`src/rtl/mpr_pkg.sv`:
```
package mpr_pkg;
  localparam int DATA_W = 9;

  typedef struct packed {
    logic [DATA_W-1:0] data;
    logic              fe;
    logic              pe;
  } rx_char_t;

  typedef enum logic [2:0] {
    ST_IDLE,
    ST_START,
    ST_DATA,
    ST_PAR,
    ST_STOP
  } rx_state_t;
endpackage

```
`src/rtl/mpr_sampler.sv`:
```
module mpr_sampler #(
  parameter int SYNC_STAGES = 2
) (
  input  logic clk,
  input  logic rst,
  input  logic tick,
  input  logic rxd,
  output logic line,
  output logic vote
);
  logic [SYNC_STAGES-1:0] sync_q;
  logic [2:0]             win_q;

  always_ff @(posedge clk) begin
    if (rst) sync_q <= '1;
    else     sync_q <= {sync_q[SYNC_STAGES-2:0], rxd};
  end

  assign line = sync_q[SYNC_STAGES-1];

  // three most recent strobe-aligned samples
  always_ff @(posedge clk) begin
    if (rst)       win_q <= 3'b111;
    else if (tick) win_q <= {win_q[1:0], line};
  end

  assign vote = (win_q[0] & win_q[1]) | (win_q[0] & win_q[2]) | (win_q[1] & win_q[2]);
endmodule

```
`src/rtl/mpr_frame.sv`:
```
module mpr_frame
  import mpr_pkg::*;
#(
  parameter int OVS = 16
) (
  input  logic     clk,
  input  logic     rst,
  input  logic     tick,
  input  logic     line,
  input  logic     vote,
  input  logic [2:0] cfg_size,
  input  logic     cfg_par_en,
  input  logic     cfg_par_odd,
  input  logic     cfg_stop2,
  output logic     done,
  output rx_char_t char_out
);
  localparam int PH_W  = $clog2(OVS);
  localparam int CNT_W = $clog2(DATA_W + 8);
  // samples at phases CHK-3..CHK-1 are in the vote window when phase==CHK
  localparam logic [PH_W-1:0] CHK  = PH_W'(OVS / 2 + 2);
  localparam logic [PH_W-1:0] LAST = PH_W'(OVS - 1);

  rx_state_t         state_q;
  logic [PH_W-1:0]   phase_q;
  logic [CNT_W-1:0]  bitn_q, nbits_q, nb_dec;
  logic              par_en_q, odd_q, stop2_q, stop_idx_q, fe_acc_q, pe_q;
  logic [DATA_W-1:0] shreg_q;

  always_comb begin
    nb_dec = CNT_W'(cfg_size) + CNT_W'(5);
    if (nb_dec > CNT_W'(DATA_W)) nb_dec = CNT_W'(DATA_W);
  end

  always_ff @(posedge clk) begin
    if (rst) begin
      state_q    <= ST_IDLE;
      phase_q    <= '0;
      bitn_q     <= '0;
      nbits_q    <= CNT_W'(DATA_W);
      par_en_q   <= 1'b0;
      odd_q      <= 1'b0;
      stop2_q    <= 1'b0;
      stop_idx_q <= 1'b0;
      fe_acc_q   <= 1'b0;
      pe_q       <= 1'b0;
      shreg_q    <= '0;
      done       <= 1'b0;
      char_out   <= '0;
    end else begin
      done <= 1'b0;
      if (tick) begin
        case (state_q)
          ST_IDLE: begin
            if (!line) begin
              state_q    <= ST_START;
              phase_q    <= '0;
              bitn_q     <= '0;
              nbits_q    <= nb_dec;
              par_en_q   <= cfg_par_en;
              odd_q      <= cfg_par_odd;
              stop2_q    <= cfg_stop2;
              stop_idx_q <= 1'b0;
              fe_acc_q   <= 1'b0;
              pe_q       <= 1'b0;
              shreg_q    <= '0;
            end
          end
          ST_START: begin
            phase_q <= phase_q + 1'b1;
            if (phase_q == CHK && vote) begin
              state_q <= ST_IDLE;
            end else if (phase_q == LAST) begin
              phase_q <= '0;
              state_q <= ST_DATA;
            end
          end
          ST_DATA: begin
            phase_q <= phase_q + 1'b1;
            if (phase_q == CHK) shreg_q[bitn_q] <= vote;
            if (phase_q == LAST) begin
              phase_q <= '0;
              bitn_q  <= bitn_q + 1'b1;
              if (bitn_q == nbits_q - 1'b1)
                state_q <= par_en_q ? ST_PAR : ST_STOP;
            end
          end
          ST_PAR: begin
            phase_q <= phase_q + 1'b1;
            if (phase_q == CHK) pe_q <= vote ^ (^shreg_q) ^ odd_q;
            if (phase_q == LAST) begin
              phase_q <= '0;
              state_q <= ST_STOP;
            end
          end
          ST_STOP: begin
            phase_q <= phase_q + 1'b1;
            if (phase_q == CHK) begin
              if (stop2_q && !stop_idx_q) begin
                fe_acc_q <= fe_acc_q | ~vote;
              end else begin
                done          <= 1'b1;
                char_out.data <= shreg_q;
                char_out.fe   <= fe_acc_q | ~vote;
                char_out.pe   <= pe_q;
                state_q       <= ST_IDLE;
              end
            end else if (phase_q == LAST) begin
              phase_q    <= '0;
              stop_idx_q <= 1'b1;
            end
          end
          default: state_q <= ST_IDLE;
        endcase
      end
    end
  end
endmodule

```
`src/rtl/mpr_mpfilter.sv`:
```
module mpr_mpfilter
  import mpr_pkg::*;
(
  input  logic     clk,
  input  logic     rst,
  input  logic     in_valid,
  input  rx_char_t in_char,
  input  logic     mp_en,
  input  logic     accept,
  output logic     push,
  output rx_char_t push_char,
  output logic     win_open
);
  logic is_addr;
  assign is_addr = in_char.data[DATA_W-1];

  always_ff @(posedge clk) begin
    if (rst) begin
      push      <= 1'b0;
      push_char <= '0;
      win_open  <= 1'b0;
    end else begin
      push      <= 1'b0;
      push_char <= in_char;
      if (accept) win_open <= 1'b1;
      if (in_valid) begin
        if (!mp_en) begin
          push <= 1'b1;
        end else if (is_addr) begin
          push     <= 1'b1;
          win_open <= 1'b0;
        end else if (win_open) begin
          push <= 1'b1;
        end
      end
    end
  end
endmodule

```
`src/rtl/mpr_rxbuf.sv`:
```
module mpr_rxbuf
  import mpr_pkg::*;
(
  input  logic     clk,
  input  logic     rst,
  input  logic     push,
  input  rx_char_t push_char,
  input  logic     pop,
  output rx_char_t head,
  output logic     avail,
  output logic     full,
  output logic     ovr
);
  rx_char_t   tail_q;
  logic [1:0] cnt_q;

  always_ff @(posedge clk) begin
    if (rst) begin
      head   <= '0;
      tail_q <= '0;
      cnt_q  <= 2'd0;
      ovr    <= 1'b0;
    end else begin
      if (pop && cnt_q != 2'd0) ovr <= 1'b0;
      case (cnt_q)
        2'd0: begin
          if (push) begin
            head  <= push_char;
            cnt_q <= 2'd1;
          end
        end
        2'd1: begin
          if (push && pop) begin
            head <= push_char;
          end else if (push) begin
            tail_q <= push_char;
            cnt_q  <= 2'd2;
          end else if (pop) begin
            cnt_q <= 2'd0;
          end
        end
        default: begin
          if (pop) begin
            head <= tail_q;
            if (push) tail_q <= push_char;
            else      cnt_q  <= 2'd1;
          end else if (push) begin
            ovr <= 1'b1;
          end
        end
      endcase
    end
  end

  assign avail = cnt_q != 2'd0;
  assign full  = cnt_q == 2'd2;
endmodule

```
`src/rtl/mp_uart_rx.sv`:
```
module mp_uart_rx
  import mpr_pkg::*;
#(
  parameter int OVS         = 16,
  parameter int SYNC_STAGES = 2
) (
  input  logic       clk,
  input  logic       rst,
  input  logic       baud_tick,
  input  logic       rxd,
  input  logic [2:0] cfg_size,
  input  logic       cfg_par_en,
  input  logic       cfg_par_odd,
  input  logic       cfg_stop2,
  input  logic       cfg_mp_en,
  input  logic       mp_accept,
  input  logic       rd_en,
  output logic       rd_bit8,
  output logic [7:0] rd_byte,
  output logic       rd_fe,
  output logic       rd_pe,
  output logic       rx_avail,
  output logic       rx_ovr
);
  logic     line_w, vote_w, frm_done, push_w, full_w, mp_open_w;
  rx_char_t frm_char, push_char, head_w;

  mpr_sampler #(.SYNC_STAGES(SYNC_STAGES)) u_samp (
    .clk(clk), .rst(rst), .tick(baud_tick), .rxd(rxd),
    .line(line_w), .vote(vote_w)
  );

  mpr_frame #(.OVS(OVS)) u_frame (
    .clk(clk), .rst(rst), .tick(baud_tick), .line(line_w), .vote(vote_w),
    .cfg_size(cfg_size), .cfg_par_en(cfg_par_en), .cfg_par_odd(cfg_par_odd),
    .cfg_stop2(cfg_stop2), .done(frm_done), .char_out(frm_char)
  );

  mpr_mpfilter u_filt (
    .clk(clk), .rst(rst), .in_valid(frm_done), .in_char(frm_char),
    .mp_en(cfg_mp_en), .accept(mp_accept), .push(push_w),
    .push_char(push_char), .win_open(mp_open_w)
  );

  mpr_rxbuf u_buf (
    .clk(clk), .rst(rst), .push(push_w), .push_char(push_char), .pop(rd_en),
    .head(head_w), .avail(rx_avail), .full(full_w), .ovr(rx_ovr)
  );

  assign rd_bit8 = head_w.data[DATA_W-1];
  assign rd_byte = head_w.data[7:0];
  assign rd_fe   = head_w.fe;
  assign rd_pe   = head_w.pe;
endmodule

```
`config.mk`:
```
export PLATFORM = sky130hd
export DESIGN_NAME = mp_uart_rx
export DESIGN_NICKNAME = d
export VERILOG_FILES = /design/src/rtl/mpr_pkg.sv /design/src/rtl/mpr_sampler.sv /design/src/rtl/mpr_frame.sv /design/src/rtl/mpr_mpfilter.sv /design/src/rtl/mpr_rxbuf.sv /design/src/rtl/mp_uart_rx.sv
export SDC_FILE = /design/constraint.sdc
export NUM_CORES = 1
export LEC_CHECK = 0
export ABC_AREA = 1
export CAP_MARGIN = 20
export CORE_MARGIN = 2
export CORE_UTILIZATION = 30
export CTS_CLUSTER_DIAMETER = 150
export CTS_CLUSTER_SIZE = 25
export DETAILED_ROUTE_END_ITERATION = 8
export DONT_BUFFER_PORTS = 1
export PLACE_DENSITY = 0.41
export SLEW_MARGIN = 20
export SYNTH_ARGS = -nofsm -noshare
export SYNTH_HDL_FRONTEND = slang
export SYNTH_HIERARCHICAL = 1
export SYNTH_SLANG_ARGS = --single-unit
```
`constraint.sdc`:
```
create_clock -name clk -period 4.38 [get_ports clk]
set_input_delay 0.219 -clock clk [delete_from_list [all_inputs] [get_ports clk]]
set_output_delay 0.219 -clock clk [all_outputs]
set_load 0.02 [all_outputs]
```
==> Word-level counts from Yosys, hierarchy flattened <==
Index checks and enable logic that the tools add are counted.
{ "totals": {"elab_cells": 171, "ff_bits": 87, "out_inout_bits": 13, "in_bits": 13} }
{ "op_classes": {"eq_ne": 25, "muxes": 61, "bitwise_logic": 16, "magnitude_cmp": 3, "add_sub_neg": 4, "n_reduce_logical": 32} }
{ "ops": {"columns": ["cell", "n"], "rows": [
  ["$mux W11", 6],
  ["$pmux W11 S2", 2],
  ["$mux W3", 9],
  ["$mux W1", 19],
  ["$mux W9", 2],
  ["$ne A2 B1 Y1 const B", 9],
  ["$pmux W9 S2", 1],
  ["$mux W4", 4],
  ["$pmux W4 S4", 1],
  ["$reduce_and A4 Y1", 4],
  ["$mux W5", 3],
  ["$pmux W3 S5", 1],
  ["$reduce_and A5 Y1", 3],
  ["$mux W2", 6],
  ["$reduce_and A3 Y1", 4],
  ["$ne A2 B2 Y1 const B", 5],
  ["$pmux W5 S2", 1],
  ["$reduce_bool A2 Y1", 5],
  ["$bwmux W9", 1],
  ["$reduce_xor A9 Y1", 1],
  ["$eq A4 B4 Y1 const B", 2],
  ["$not A1 Y1", 8],
  ["$reduce_and A8 Y1", 1],
  ["$eq A3 B2 Y1 const B", 2],
  ["27 further kinds", 41]
]} }

==> Depth between registers and ports, before layout <==
Gate-level depths: netlist (run 1).
{ "depth": {"ltp_word": 8, "depth_mapped": 13, "depth_no_buf": 13} }

==> Cells and area by module <==
Netlist (run 1), hierarchy kept.
{ "by_module_without_submodules": {"columns": ["module", "area_each_um2", "seq_area_each_um2", "cells_per_inst", "n_inst"], "rows": [
  ["mpr_frame", 2447.3, 860.8, 376, 1],
  ["mpr_rxbuf", 1272.5, 500.5, 194, 1],
  ["mpr_mpfilter", 390.4, 260.2, 45, 1],
  ["mpr_sampler", 173.9, 100.1, 22, 1]
]} }

==> Least setup slack after synthesis (run 1) <==
No wires, ideal clock.
{ "synth_path": {"kind": "reg2reg", "startpoint": "reg u_frame.phase_q[0]", "endpoint": "reg u_frame.state_q[1]", "slack_ns": 2.851, "synth_period_minus_slack_ns": 1.529, "setup_time_ns": 0.115, "path_stages_with_launch": 10, "n_path_buf": 0, "required_ns": 4.265, "t_arrival_ns": 1.414, "path_cell_list": "dfxtp_1 inv_1 ha_1 nand3_1 o21ai_0 nor2_1 nor2_1 nand3_1 nand2_1 nor2_1"} }
{ "synth_between": {"elab_chain_cells": 4, "word_cells_on_any_way": 10, "cone_classes": "eq/ne (6); mux (2); reduce/logical (2)"} }
{ "synth_lines": {"columns": ["item", "line", "text"], "rows": [
  ["start, declared", "mpr_frame.sv:25", "logic [PH_W-1:0] phase_q;"],
  ["start signal, assigned", "mpr_frame.sv:70", "phase_q <= phase_q + 1'b1;"],
  ["start signal, assigned", "mpr_frame.sv:79", "phase_q <= phase_q + 1'b1;"],
  ["start signal, assigned", "mpr_frame.sv:89", "phase_q <= phase_q + 1'b1;"],
  ["$eq A4 B4 Y1", "mpr_frame.sv:71, mpr_frame.sv:98", null],
  ["$logic_and A1 B1 Y1", "mpr_frame.sv:71", "if (phase_q == CHK && vote) begin"],
  ["$ne A3 B1 Y1 (no line) / $mux W3 (equally long branches)", null, null],
  ["$reduce_and A8 Y1 (no line) / $pmux W3 S5 (equally long branches)", null, null],
  ["end signal, assigned", "mpr_frame.sv:85", "state_q <= par_en_q ? ST_PAR : ST_STOP;"],
  ["end, declared", "mpr_frame.sv:24", "rx_state_t state_q;"]
]} }
Several ways; a longest one is shown, not always the timed one.
A chain may end at the register's enable or synchronous reset.

==> Worst setup path in the final report (run 1) <==
{ "layout_path": {"startpoint": "reg u_buf.cnt_q[1]", "endpoint": "reg u_buf/tail_q[6] in the netlist's numbering"} }
{ "layout_between": {"elab_chain_cells": 3, "word_cells_on_any_way": 7, "cone_classes": "eq/ne (2); mux (1); bitwise (1); reduce/logical (3)"} }
{ "layout_lines": {"columns": ["item", "line", "text"], "rows": [
  ["start, declared", "mpr_rxbuf.sv:15", "logic [1:0] cnt_q;"],
  ["start signal, assigned", "mpr_rxbuf.sv:21", "cnt_q <= 2'd0;"],
  ["start signal, assigned", "mpr_rxbuf.sv:29", "cnt_q <= 2'd1;"],
  ["start signal, assigned", "mpr_rxbuf.sv:37", "cnt_q <= 2'd2;"],
  ["$eq A2 B1 Y1 / $logic_not A2 Y1 (equally long branches)", "mpr_rxbuf.sv:25", "case (cnt_q)"],
  ["$ne A2 B2 Y1 (no line) (tied with other cells)", null, null],
  ["$reduce_and A3 Y1 (no line)", null, null],
  ["end signal, assigned", "mpr_rxbuf.sv:36", "tail_q <= push_char;"],
  ["end signal, assigned", "mpr_rxbuf.sv:45", "if (push) tail_q <= push_char;"],
  ["end, declared", "mpr_rxbuf.sv:14", "rx_char_t tail_q;"]
]} }
Several ways; a longest one is shown, not always the timed one.

==> results of run 1 <==
## per-layer routing
layer	part of all wire, %	track usage, %	vias to the layer above
met4	0.88	3.409	0
li1	-	-	1982
met1	47	16.03	1647
met5	0	0	-
met3	4.6	4.935	8
met2	47	22.94	47
## registers in the layout (all words and copies together) (netlist names), 2 cells and up
name,count
u_buf/cnt_q,2
u_buf/head,11
u_buf/tail_q,11
u_filt/push_char,11
u_frame/bitn_q,5
u_frame/char_out,11
u_frame/nbits_q,4
u_frame/phase_q,4
u_frame/shreg_q,9
u_frame/state_q,3
u_samp/sync_q,2
u_samp/win_q,3
## area by class of cell
class	instances	area, um2	area share [%]
Tap cell	180	225.2	4.801
Clock buffer	10	239.0	5.095
Timing Repair Buffer	4	50.05	1.067
Multi-Input combinational cell	438	2071	44.15
Sequential cell	86	1722	36.70
Inverter	92	350.3	7.469
Clock inverter	4	33.78	0.7202
## stage by stage
step	area (um2)	setup slack, ps
global placement	4368	2526
detailed placement	4368	2498
floorplan	4280	2851
finish	4691	2508
CTS	4691	2492
global route	4691	2274
## worst paths after layout
kind                                       start                to  cells after the start
worst max-delay path              u_buf/cnt_q[1]   u_buf/tail_q[6]                      5
worst min-delay path                         rst   u_samp/win_q[1]                      2
worst max register to register    u_buf/cnt_q[1]   u_buf/tail_q[6]                      5
worst min register to register  u_samp/sync_q[0]  u_samp/sync_q[1]                      1
## repair_timing
| item | CTS | global route |
|---|---|---|
| hold buffers | 4 | 0 |
| endpoints found under the hold margin | 32 | 0 |
| endpoints found under the setup margin | 0 | 0 |
| buffers inserted | 0 | 0 |
## worst max-delay path, cell delays in order, from the launching register on
cell	delay [ps]
sky130_fd_sc_hd__dfxtp_1	890
sky130_fd_sc_hd__inv_6	90
sky130_fd_sc_hd__a21oi_4	490
sky130_fd_sc_hd__nand3_1	140
sky130_fd_sc_hd__nand2_1	90
sky130_fd_sc_hd__nor2_1	50
## report_power, final
group / internal (mW) / switching (mW) / leakage [nW] / total (mW)
logic: 0.199 / 0.425 / 1.17 / 0.623
clock network: 0.397 / 0.322 / 0.131 / 0.720
registers: 0.843 / 0.0614 / 0.696 / 0.905
==> parameters.txt, run 1 <==
Parameter                              Value

STA
  Crit share post-route ... 42.73%
  Max-slew violation count ... 0
  Final worst path period need ... 1872 ps
  Setup repair after global routing missed its margin ... no
  Max Clk Rate ... 534.3 MHz
  Final setup violation count ... 0
  Setup Skew ... 7.196 ps
  Hold Vio Cnt, Final ... 0
  Transition time at the pin with the least slew margin ... 863.0 ps
  Worst max-slew margin expressed relative to the limit ... 42.39%
  Total negative slack for setup checks ... 0 ps
  Hold_ws ... 19.97 ps

GRT
  Via count of the first global-routing pass ... 3357
  Wire length of the first global-routing pass ... 15.95 mm
  Total routing resource utilization after global routing ... 13.48%
  Antenna violations before repair ... 0
  Largest net degree at the start of global routing ... 29
  Remaining global-route overflow ... 0

Layout
  Most used cells in the layout excluding fill and tap cells ... 152 x sky130_fd_sc_hd__nand2_1, 98 x sky130_fd_sc_hd__nor2_1, 86 x sky130_fd_sc_hd__dfxtp_1
  Area growth from synthesis to layout ... 9.588%
  Filler cell count in the final layout ... 1541
  Post-layout nets ... 654
  Antenna fix cells ... 0
  Leading cell type in the layout, fill and taps excluded ... sky130_fd_sc_hd__nand2_1
  Final std cells w/o fill ... 814
  Fraction of layout cells with a size suffix above 1 ... 5.994%
  Utilization of the core after routing ... 33.66%

Floorplanning
  Effective utilization at floorplan ... 30.72%
  Std-Cell Core Area ... 0.01393 mm2
  Area of the die ... 0.01524 mm2
  Std cell rows ... 43
  Horizontal die dimension ... 123.5 um
  Die height ... 123.5 um
  Top-level port count ... 26

Routing
  Routed length per instance ... 11.72 um
  Vias per Instance ... 4.526
  Antenna Violating Nets Remaining ... 0
  DRT Wirelength ... 9.540 mm
  1st-pass router iterations ... 4
  Iter 0 DRT Violations ... 159
  Via count of the routed design ... 3684
  Number of design rule violations left after detail routing ... 0

Power
  Overall power after layout ... 2.247 mW
  Max VDD drop ... 277.5 uV
  Pleak ... 2.001 nW
  Pwr Density ... 479.1 mW/mm2

Setup path
  Kind of end point of the critical path ... register
  Crit Path Class ... register to register
  Critical path launch point type ... register
  Worst-case register-to-register setup slack ... 2510 ps
  Crit path DAT ... 2110 ps
  Max FO, Critical Path ... 26
  Data required time of the worst path ... 4620 ps

Clock tree
  Maximum clock path buffer count ... 2
  Sink Count ... 86
  TritonCTS clock tree ... built
  CTS clock-pin slew for the worst setup and hold paths ... 60 ps
  Quantity of gates resized following cts ... 0
  Depth of the CTS H-tree ... 3
  Clock latency on the worst-skew pair ... 350 ps
  Number of buffers inserted during clock tree synthesis ... 9
  Clock root buffer ... sky130_fd_sc_hd__clkbuf_16

Placed design
  Detailed Place HPWL ... 6.693 mm
  Final weighted congestion of routability-driven global placement ... 0.8020
  IO Port Bufs ... 0
  Placed Cells ... 796

Synth
  Synthesized cell area ... 0.004280 mm2
  Mean post-synth cell area ... 6.730 um2
  Net count after synthesis ... 659
  Mapped Cells ... 636
  Total number of yosys warnings ... 6

Status
  Outcome ... finished, final reports clean

Run
  Total of max-cap violations ... 0

Min path
  Class of the most critical hold timing path ... input pin to register
Note: power is estimated with default switching activity, not from simulation.
==> run 2, diff against run 1 <==
--- a/config.mk
+++ b/config.mk
@@ -5,7 +5,7 @@
 export SDC_FILE = /design/constraint.sdc
 export NUM_CORES = 1
 export LEC_CHECK = 0
-export ABC_AREA = 1
+export ABC_AREA = 0
 export CAP_MARGIN = 20
 export CORE_MARGIN = 2
 export CORE_UTILIZATION = 30
==> constraint.sdc (replaced) <==
create_clock -name clk -period 1.8 [get_ports clk]
set_input_delay 0.09 -clock clk [delete_from_list [all_inputs] [get_ports clk]]
set_output_delay 0.09 -clock clk [all_outputs]
set_load 0.02 [all_outputs]
==> parameters.txt, run 2 <==
Parameter                              Value

Power
  Switching share of total power ... 21.90% (-14 points)
  Cell internal power dissipation ... 3.155 mW (+120%)
  Net switching component of the power ... 0.8844 mW (+9.4%)
  Part of the total power dissipated in the clock network ... 47.2% (+15 points)
  Sequential share of power ... 47.9% (+7.6 points)
  Pleak ... 1.811 nW (-9.5%)
  Combinational share of power ... 4.9% (-23 points)
  Max VDD drop ... 333.5 uV (+20%)
  Pwr Density ... 758.3 mW/mm2 (+58%)

Clock tree
  CTS clock-pin slew for the worst setup and hold paths ... 70 ps (about the same)
  Maximum clock path buffer count ... 2 (unchanged)
  Clock root buffer ... sky130_fd_sc_hd__clkbuf_16
  TritonCTS clock tree ... built
  Number of buffers inserted during clock tree synthesis ... 9 (unchanged)
  Total of hold buffers inserted after clock tree synthesis ... 48 (+44)
  Clock latency on the worst-skew pair ... 340 ps (about the same)
  Depth of the CTS H-tree ... 3 (unchanged)
  Sink Count ... 86 (unchanged)

Synth
  Net count after synthesis ... 456 (-31%)
  Total number of yosys warnings ... 6 (unchanged)
  Synthesized cell area ... 0.004103 mm2 (-4.2%)
  Mean post-synth cell area ... 9.475 um2 (+41%)
  Mapped Cells ... 433 (-32%)

Setup path
  Kind of end point of the critical path ... register
  Critical path launch point type ... register
  Crit path DAT ... 2140 ps (+30 ps)
  Max FO, Critical Path ... 4 (-85%)
  Data required time of the worst path ... 2070 ps (-2550 ps)
  Crit Path Class ... register to register

Status
  Failing checks ... negative hold slack, negative setup slack
  Outcome ... complete, but fails checks

Floorplanning
  Top-level port count ... 26 (unchanged)
  Horizontal die dimension ... 120.9 um (-2.0%)
  Effective utilization at floorplan ... 30.86% (+0.14 points)
  Std cell rows ... 42 (-2.3%)
  Die height ... 120.9 um (-2.0%)
  Std-Cell Core Area ... 0.01330 mm2 (-4.6%)
  Area of the die ... 0.01463 mm2 (-4.0%)

STA
  Final setup violation count ... 9 (+9)
  Slack of the critical path ... -70.25 ps (-2578 ps)
  Crit share post-route ... 103.9% (+61 points)
  Max-slew violation count ... 0 (unchanged)
  Setup Skew ... 8.312 ps (+1.116 ps)
  Final worst path period need ... 1870 ps (-1.501 ps)
  Max Clk Rate ... 534.7 MHz (about the same)
  Worst max-slew margin expressed relative to the limit ... 72.84% (+30 points)
  Transition time at the pin with the least slew margin ... 407.3 ps (-455.7 ps)
  Hold_ws ... -187.1 ps (-207.0 ps)
  Setup repair after global routing missed its margin ... yes
  Hold Vio Cnt, Final ... 46 (+46)

GRT
  Via count of the first global-routing pass ... 3266 (-2.7%)
  Largest net degree at the start of global routing ... 95 (+230%)
  Total routing resource utilization after global routing ... 13.04% (-0.43 points)
  Wire length of the first global-routing pass ... 15.32 mm (-3.9%)
  Antenna violations before repair ... 0 (unchanged)
  Remaining global-route overflow ... 0 (unchanged)

Placed design
  IO Port Bufs ... 0 (unchanged)
  Detailed Place HPWL ... 5.771 mm (-14%)
  Setup slack after placement ... -129.5 ps (-2628 ps)
  Final weighted congestion of routability-driven global placement ... 0.7960 (-0.75%)
  Placed Cells ... 618 (-22%)
  Placed instance area ... 0.004439 mm2 (+1.6%)

Routing
  Vias per Instance ... 4.672 (+3.2%)
  Antenna Violating Nets Remaining ... 0 (unchanged)
  Iter 0 DRT Violations ... 152 (-4.4%)
  Number of design rule violations left after detail routing ... 0 (unchanged)
  DRT Wirelength ... 8.891 mm (-6.8%)
  1st-pass router iterations ... 4 (unchanged)
  Routed length per instance ... 12.96 um (+11%)
  Via count of the routed design ... 3205 (-13%)

Layout
  Post-layout nets ... 528 (-19%)
  Fraction of layout cells with a size suffix above 1 ... 18.43% (+12 points)
  Most used cells in the layout excluding fill and tap cells ... 82 x sky130_fd_sc_hd__dfxtp_1, 48 x sky130_fd_sc_hd__dlygate4sd3_1, 37 x sky130_fd_sc_hd__nor2_1
  Filler cell count in the final layout ... 1346 (-13%)
  Antenna fix cells ... 0 (unchanged)
  Final std cells w/o fill ... 686 (-16%)
  Area growth from synthesis to layout ... 29.83%
  Leading cell type in the layout, fill and taps excluded ... sky130_fd_sc_hd__dfxtp_1
  Post-route cell area ... 0.005326 mm2 (+14%)

Min path
  Class of the most critical hold timing path ... input pin to register

Run
  Total of max-cap violations ... 0 (unchanged)
==> run 2: cell types whose count changed in the layout (fill, tap and decap cells not counted), moves of 33 or more <==
| cell | previous run | this run |
|---|---|---|
| sky130_fd_sc_hd__dlygate4sd3_1 | 3 | 48 |
| sky130_fd_sc_hd__o21ai_0 | 50 | 15 |
| sky130_fd_sc_hd__nor2_1 | 98 | 37 |
| sky130_fd_sc_hd__buf_4 | 0 | 35 |
| sky130_fd_sc_hd__inv_1 | 83 | 13 |
| sky130_fd_sc_hd__nand2_1 | 152 | 19 |
| sky130_fd_sc_hd__mux2i_1 | 0 | 33 |
==> run 2: cell type report <==
class	instances	area, um2	area share [%]
Clock buffer	10	239.0	4.487
Clock inverter	6	70.07	1.315
Inverter	13	48.80	0.9161
Multi-Input combinational cell	309	2227	41.81
Sequential cell	86	1727	32.42
Tap cell	176	220.2	4.134
Timing Repair Buffer	86	794.5	14.92
==> run 2: power groups by stage <==
stage / logic [mW] / clock network, mW / registers, mW
finish: 0.197 / 1.91 / 1.93
global route: 0.220 / 2.06 / 1.94
CTS: 0.194 / 1.99 / 1.93
detailed placement: 0.167 / 0 / 1.98
global placement: 0.166 / 0 / 1.98
floorplan: 0.139 / 0 / 1.97
==> run 2: critical path, cell delays in order, from the launching register on <==
cell	delay, ps
sky130_fd_sc_hd__dfxtp_2	320
sky130_fd_sc_hd__or3_4	380
sky130_fd_sc_hd__or3b_4	430
sky130_fd_sc_hd__a2111oi_4	420
sky130_fd_sc_hd__nand2_1	110
sky130_fd_sc_hd__a21oi_1	150
==> run 2: final timing paths <==
| kind | from | end | slack, ps | cells past startpoint |
|---|---|---|---|---|
| worst min-delay path | rst | u_frame/phase_q[0] | -190 | 1 |
| worst max register to register | u_frame/state_q[0] | u_frame/shreg_q[3] | -70 | 5 |
| worst min register to register | u_frame/fe_acc_q | u_frame/fe_acc_q | 450 | 2 |
| worst max-delay path | u_frame/state_q[0] | u_frame/shreg_q[3] | -70 | 5 |
==> run 2: per-stage QoR <==
step,util (%),total power [mW],TNS (ps)
6_report,40.06,4.039,-330.4
4_1_cts,39.69,4.119,-294.4
3_5_place_dp,33.39,2.144,-917.2
3_3_place_gp,33.39,2.142,-660.8
2_1_floorplan,-,2.113,-33.54
5_1_grt,40.06,4.212,-1319
==> run 2: what timing repair did <==
item | 4_1_cts | 5_1_grt
setup endpoints to repair | 16 | 24
pin swaps | 9 | 5
hold endpoints to repair | 80 | 46
buffers inserted | 3 | 1
resized for setup | 9 | 10
==> run 2: per-layer routing <==
metal	routed length (um)	global-route usage [%]	part of all wire (%)	vias up
li1	-	-	-	1656
met1	4324	16.39	49	1497
met2	4109	21.42	46	38
met3	261	2.350	2.9	14
met4	196	6.468	2.2	0
met5	0	0	0	-
==> run 3, diff against run 2 <==
--- a/config.mk
+++ b/config.mk
@@ -5,7 +5,7 @@
 export SDC_FILE = /design/constraint.sdc
 export NUM_CORES = 1
 export LEC_CHECK = 0
-export ABC_AREA = 0
+export ABC_AREA = 1
 export CAP_MARGIN = 20
 export CORE_MARGIN = 2
 export CORE_UTILIZATION = 30
==> parameters.txt, run 3 (synthesis results as in run 1) <==
Parameter                              Value

Layout
  Antenna fix cells ... 0 (unchanged)
  Leading cell type in the layout, fill and taps excluded ... sky130_fd_sc_hd__nand2_1
  Post-layout nets ... 673 (+27%)
  Final std cells w/o fill ... 835 (+22%)
  Post-route cell area ... 0.004967 mm2 (-6.7%)
  Area growth from synthesis to layout ... 16.05%
  Utilization of the core after routing ... 35.65% (-4.4 points)
  Most used cells in the layout excluding fill and tap cells ... 151 x sky130_fd_sc_hd__nand2_1, 95 x sky130_fd_sc_hd__nor2_1, 86 x sky130_fd_sc_hd__dfxtp_1
  Filler cell count in the final layout ... 1494 (+11%)
  Fraction of layout cells with a size suffix above 1 ... 9.008% (-9.4 points)

Placed design
  Placed instance area ... 0.004443 mm2 (about the same)
  Final weighted congestion of routability-driven global placement ... 0.8277 (+4.0%)
  Detailed Place HPWL ... 6.728 mm (+17%)
  IO Port Bufs ... 0 (unchanged)
  Setup slack after placement ... -17.64 ps (+111.9 ps)
  Placed Cells ... 806 (+30%)

Clock tree
  Maximum clock path buffer count ... 2 (unchanged)
  Clock root buffer ... sky130_fd_sc_hd__clkbuf_16
  Clock latency on the worst-skew pair ... 350 ps (about the same)
  Sink Count ... 86 (unchanged)
  TritonCTS clock tree ... built
  Depth of the CTS H-tree ... 3 (unchanged)
  Number of buffers inserted during clock tree synthesis ... 9 (unchanged)
  CTS clock-pin slew for the worst setup and hold paths ... 60 ps (about the same)

Floorplanning
  Area of the die ... 0.01524 mm2 (+4.2%)
  Horizontal die dimension ... 123.5 um (+2.1%)
  Top-level port count ... 26 (unchanged)
  Std cell rows ... 43 (+2.4%)
  Die height ... 123.5 um (+2.1%)
  Effective utilization at floorplan ... 30.72% (-0.14 points)
  Std-Cell Core Area ... 0.01393 mm2 (+4.8%)

Run
  Total of max-cap violations ... 0 (unchanged)

STA
  Final setup violation count ... 0 (-9)
  Transition time at the pin with the least slew margin ... 569.8 ps (+162.5 ps)
  Crit share post-route ... 91.31% (-13 points)
  Final worst path period need ... 1644 ps (-226.7 ps)
  Slack of the critical path ... 156.5 ps (+226.7 ps)
  Hold_ws ... 15.70 ps (+202.8 ps)
  Setup Skew ... 6.753 ps (-1.559 ps)
  Hold Vio Cnt, Final ... 0 (-100%)
  Worst max-slew margin expressed relative to the limit ... 61.97% (-11 points)
  Total negative slack for setup checks ... 0 ps (+330.4 ps)
  Max Clk Rate ... 608.4 MHz (+14%)
  Max-slew violation count ... 0 (unchanged)

GRT
  Remaining global-route overflow ... 0 (unchanged)
  Wire length of the first global-routing pass ... 16.35 mm (+6.7%)
  Via count of the first global-routing pass ... 3429 (+5.0%)
  Antenna violations before repair ... 0 (unchanged)
  Largest net degree at the start of global routing ... 32 (-66%)
  Total routing resource utilization after global routing ... 13.72% (+0.68 points)

Status
  Outcome ... finished, final reports clean

Setup path
  Crit Path Class ... register to register
  Kind of end point of the critical path ... register
  Crit path DAT ... 1920 ps (-220 ps)
  Max FO, Critical Path ... 9 (+5)
  Critical path launch point type ... register
  Data required time of the worst path ... 2080 ps (about the same)

Power
  Pwr Density ... 1196 mW/mm2 (+58%)
  Pleak ... 2.135 nW (+18%)
  Max VDD drop ... 481.9 uV (+44%)
  Overall power after layout ... 5.940 mW (+47%)

Routing
  Iter 0 DRT Violations ... 227 (+49%)
  Via count of the routed design ... 3759 (+17%)
  Vias per Instance ... 4.502 (-3.6%)
  Routed length per instance ... 11.59 um (-11%)
  1st-pass router iterations ... 4 (unchanged)
  Antenna Violating Nets Remaining ... 0 (unchanged)
  DRT Wirelength ... 9.674 mm (+8.8%)
  Number of design rule violations left after detail routing ... 0 (unchanged)

Min path
  Class of the most critical hold timing path ... input pin to register
run 3: cell types whose count changed in the layout (fill, tap and decap cells not counted), moves of 11 or more:
cell and change:
sky130_fd_sc_hd__a311oi_1 -11, sky130_fd_sc_hd__a21oi_2 -11, sky130_fd_sc_hd__nor2_1 +58, sky130_fd_sc_hd__nand2b_1 -29, sky130_fd_sc_hd__mux2i_1 -33, sky130_fd_sc_hd__xnor2_1 -14, sky130_fd_sc_hd__nand3_1 +27, sky130_fd_sc_hd__dlygate4sd3_1 -38
sky130_fd_sc_hd__buf_4 -24, sky130_fd_sc_hd__inv_1 +70, sky130_fd_sc_hd__nand2_1 +132, sky130_fd_sc_hd__a21oi_1 +16, sky130_fd_sc_hd__o21ai_0 +31, sky130_fd_sc_hd__nor2b_1 -21
run 3: power by group:
group	total (mW)	internal, mW	switching (mW)	leakage, nW
registers	2.20	2.05	0.151	0.696
clock network	2.07	1.26	0.808	0.163
logic	1.67	0.572	1.09	1.28
total	5.94	3.89	2.05	2.13
run 3: final cells by class:
type / instances / area [um2] / area share, %
repair buffers: 23 / 222.7 / 4.484
well taps: 180 / 225.2 / 4.534
multi-input cells: 438 / 2117 / 42.62
clock inverters: 6 / 91.34 / 1.839
clock buffers: 10 / 239.0 / 4.811
flip-flops and latches: 86 / 1722 / 34.66
inverters: 92 / 350.3 / 7.053
run 3: timing repair:
action	in CTS	in global routing
setup endpoints to repair	2	25
endpoints found under the hold margin	40	0
gates resized for setup	1	14
hold buffers	11	0
pin swaps	0	1
buffers inserted	0	2
run 3: metal layers:
layer | vias to the layer above | global-route usage (%) | routed length (um)
met1 | 1680 | 17.00 | 4618
li1 | 2021 | - | -
met5 | - | 0 | 0
met4 | 0 | 5.327 | 149
met3 | 11 | 3.598 | 346
met2 | 47 | 22.70 | 4559
run 3: worst max-delay path, cell delays in order, from the launching register on:
cell and delay [ps]:
sky130_fd_sc_hd__dfxtp_1 460, sky130_fd_sc_hd__nand2_2 120, sky130_fd_sc_hd__inv_2 120, sky130_fd_sc_hd__nand2_4 120
sky130_fd_sc_hd__o21ai_4 160, sky130_fd_sc_hd__nand2_4 70, sky130_fd_sc_hd__nor3_4 210, sky130_fd_sc_hd__buf_12 140
sky130_fd_sc_hd__nand2_1 50, sky130_fd_sc_hd__a21oi_1 120
run 3: final timing paths:
kind,depth (start not counted),slack [ps],end,from
worst min register to register,1,410,u_samp/sync_q[1],u_samp/sync_q[0]
worst max register to register,9,160,u_frame/shreg_q[2],u_frame/state_q[1]
worst max-delay path,9,160,u_frame/shreg_q[2],u_frame/state_q[1]
worst min-delay path,4,20,u_buf/cnt_q[0],rd_en
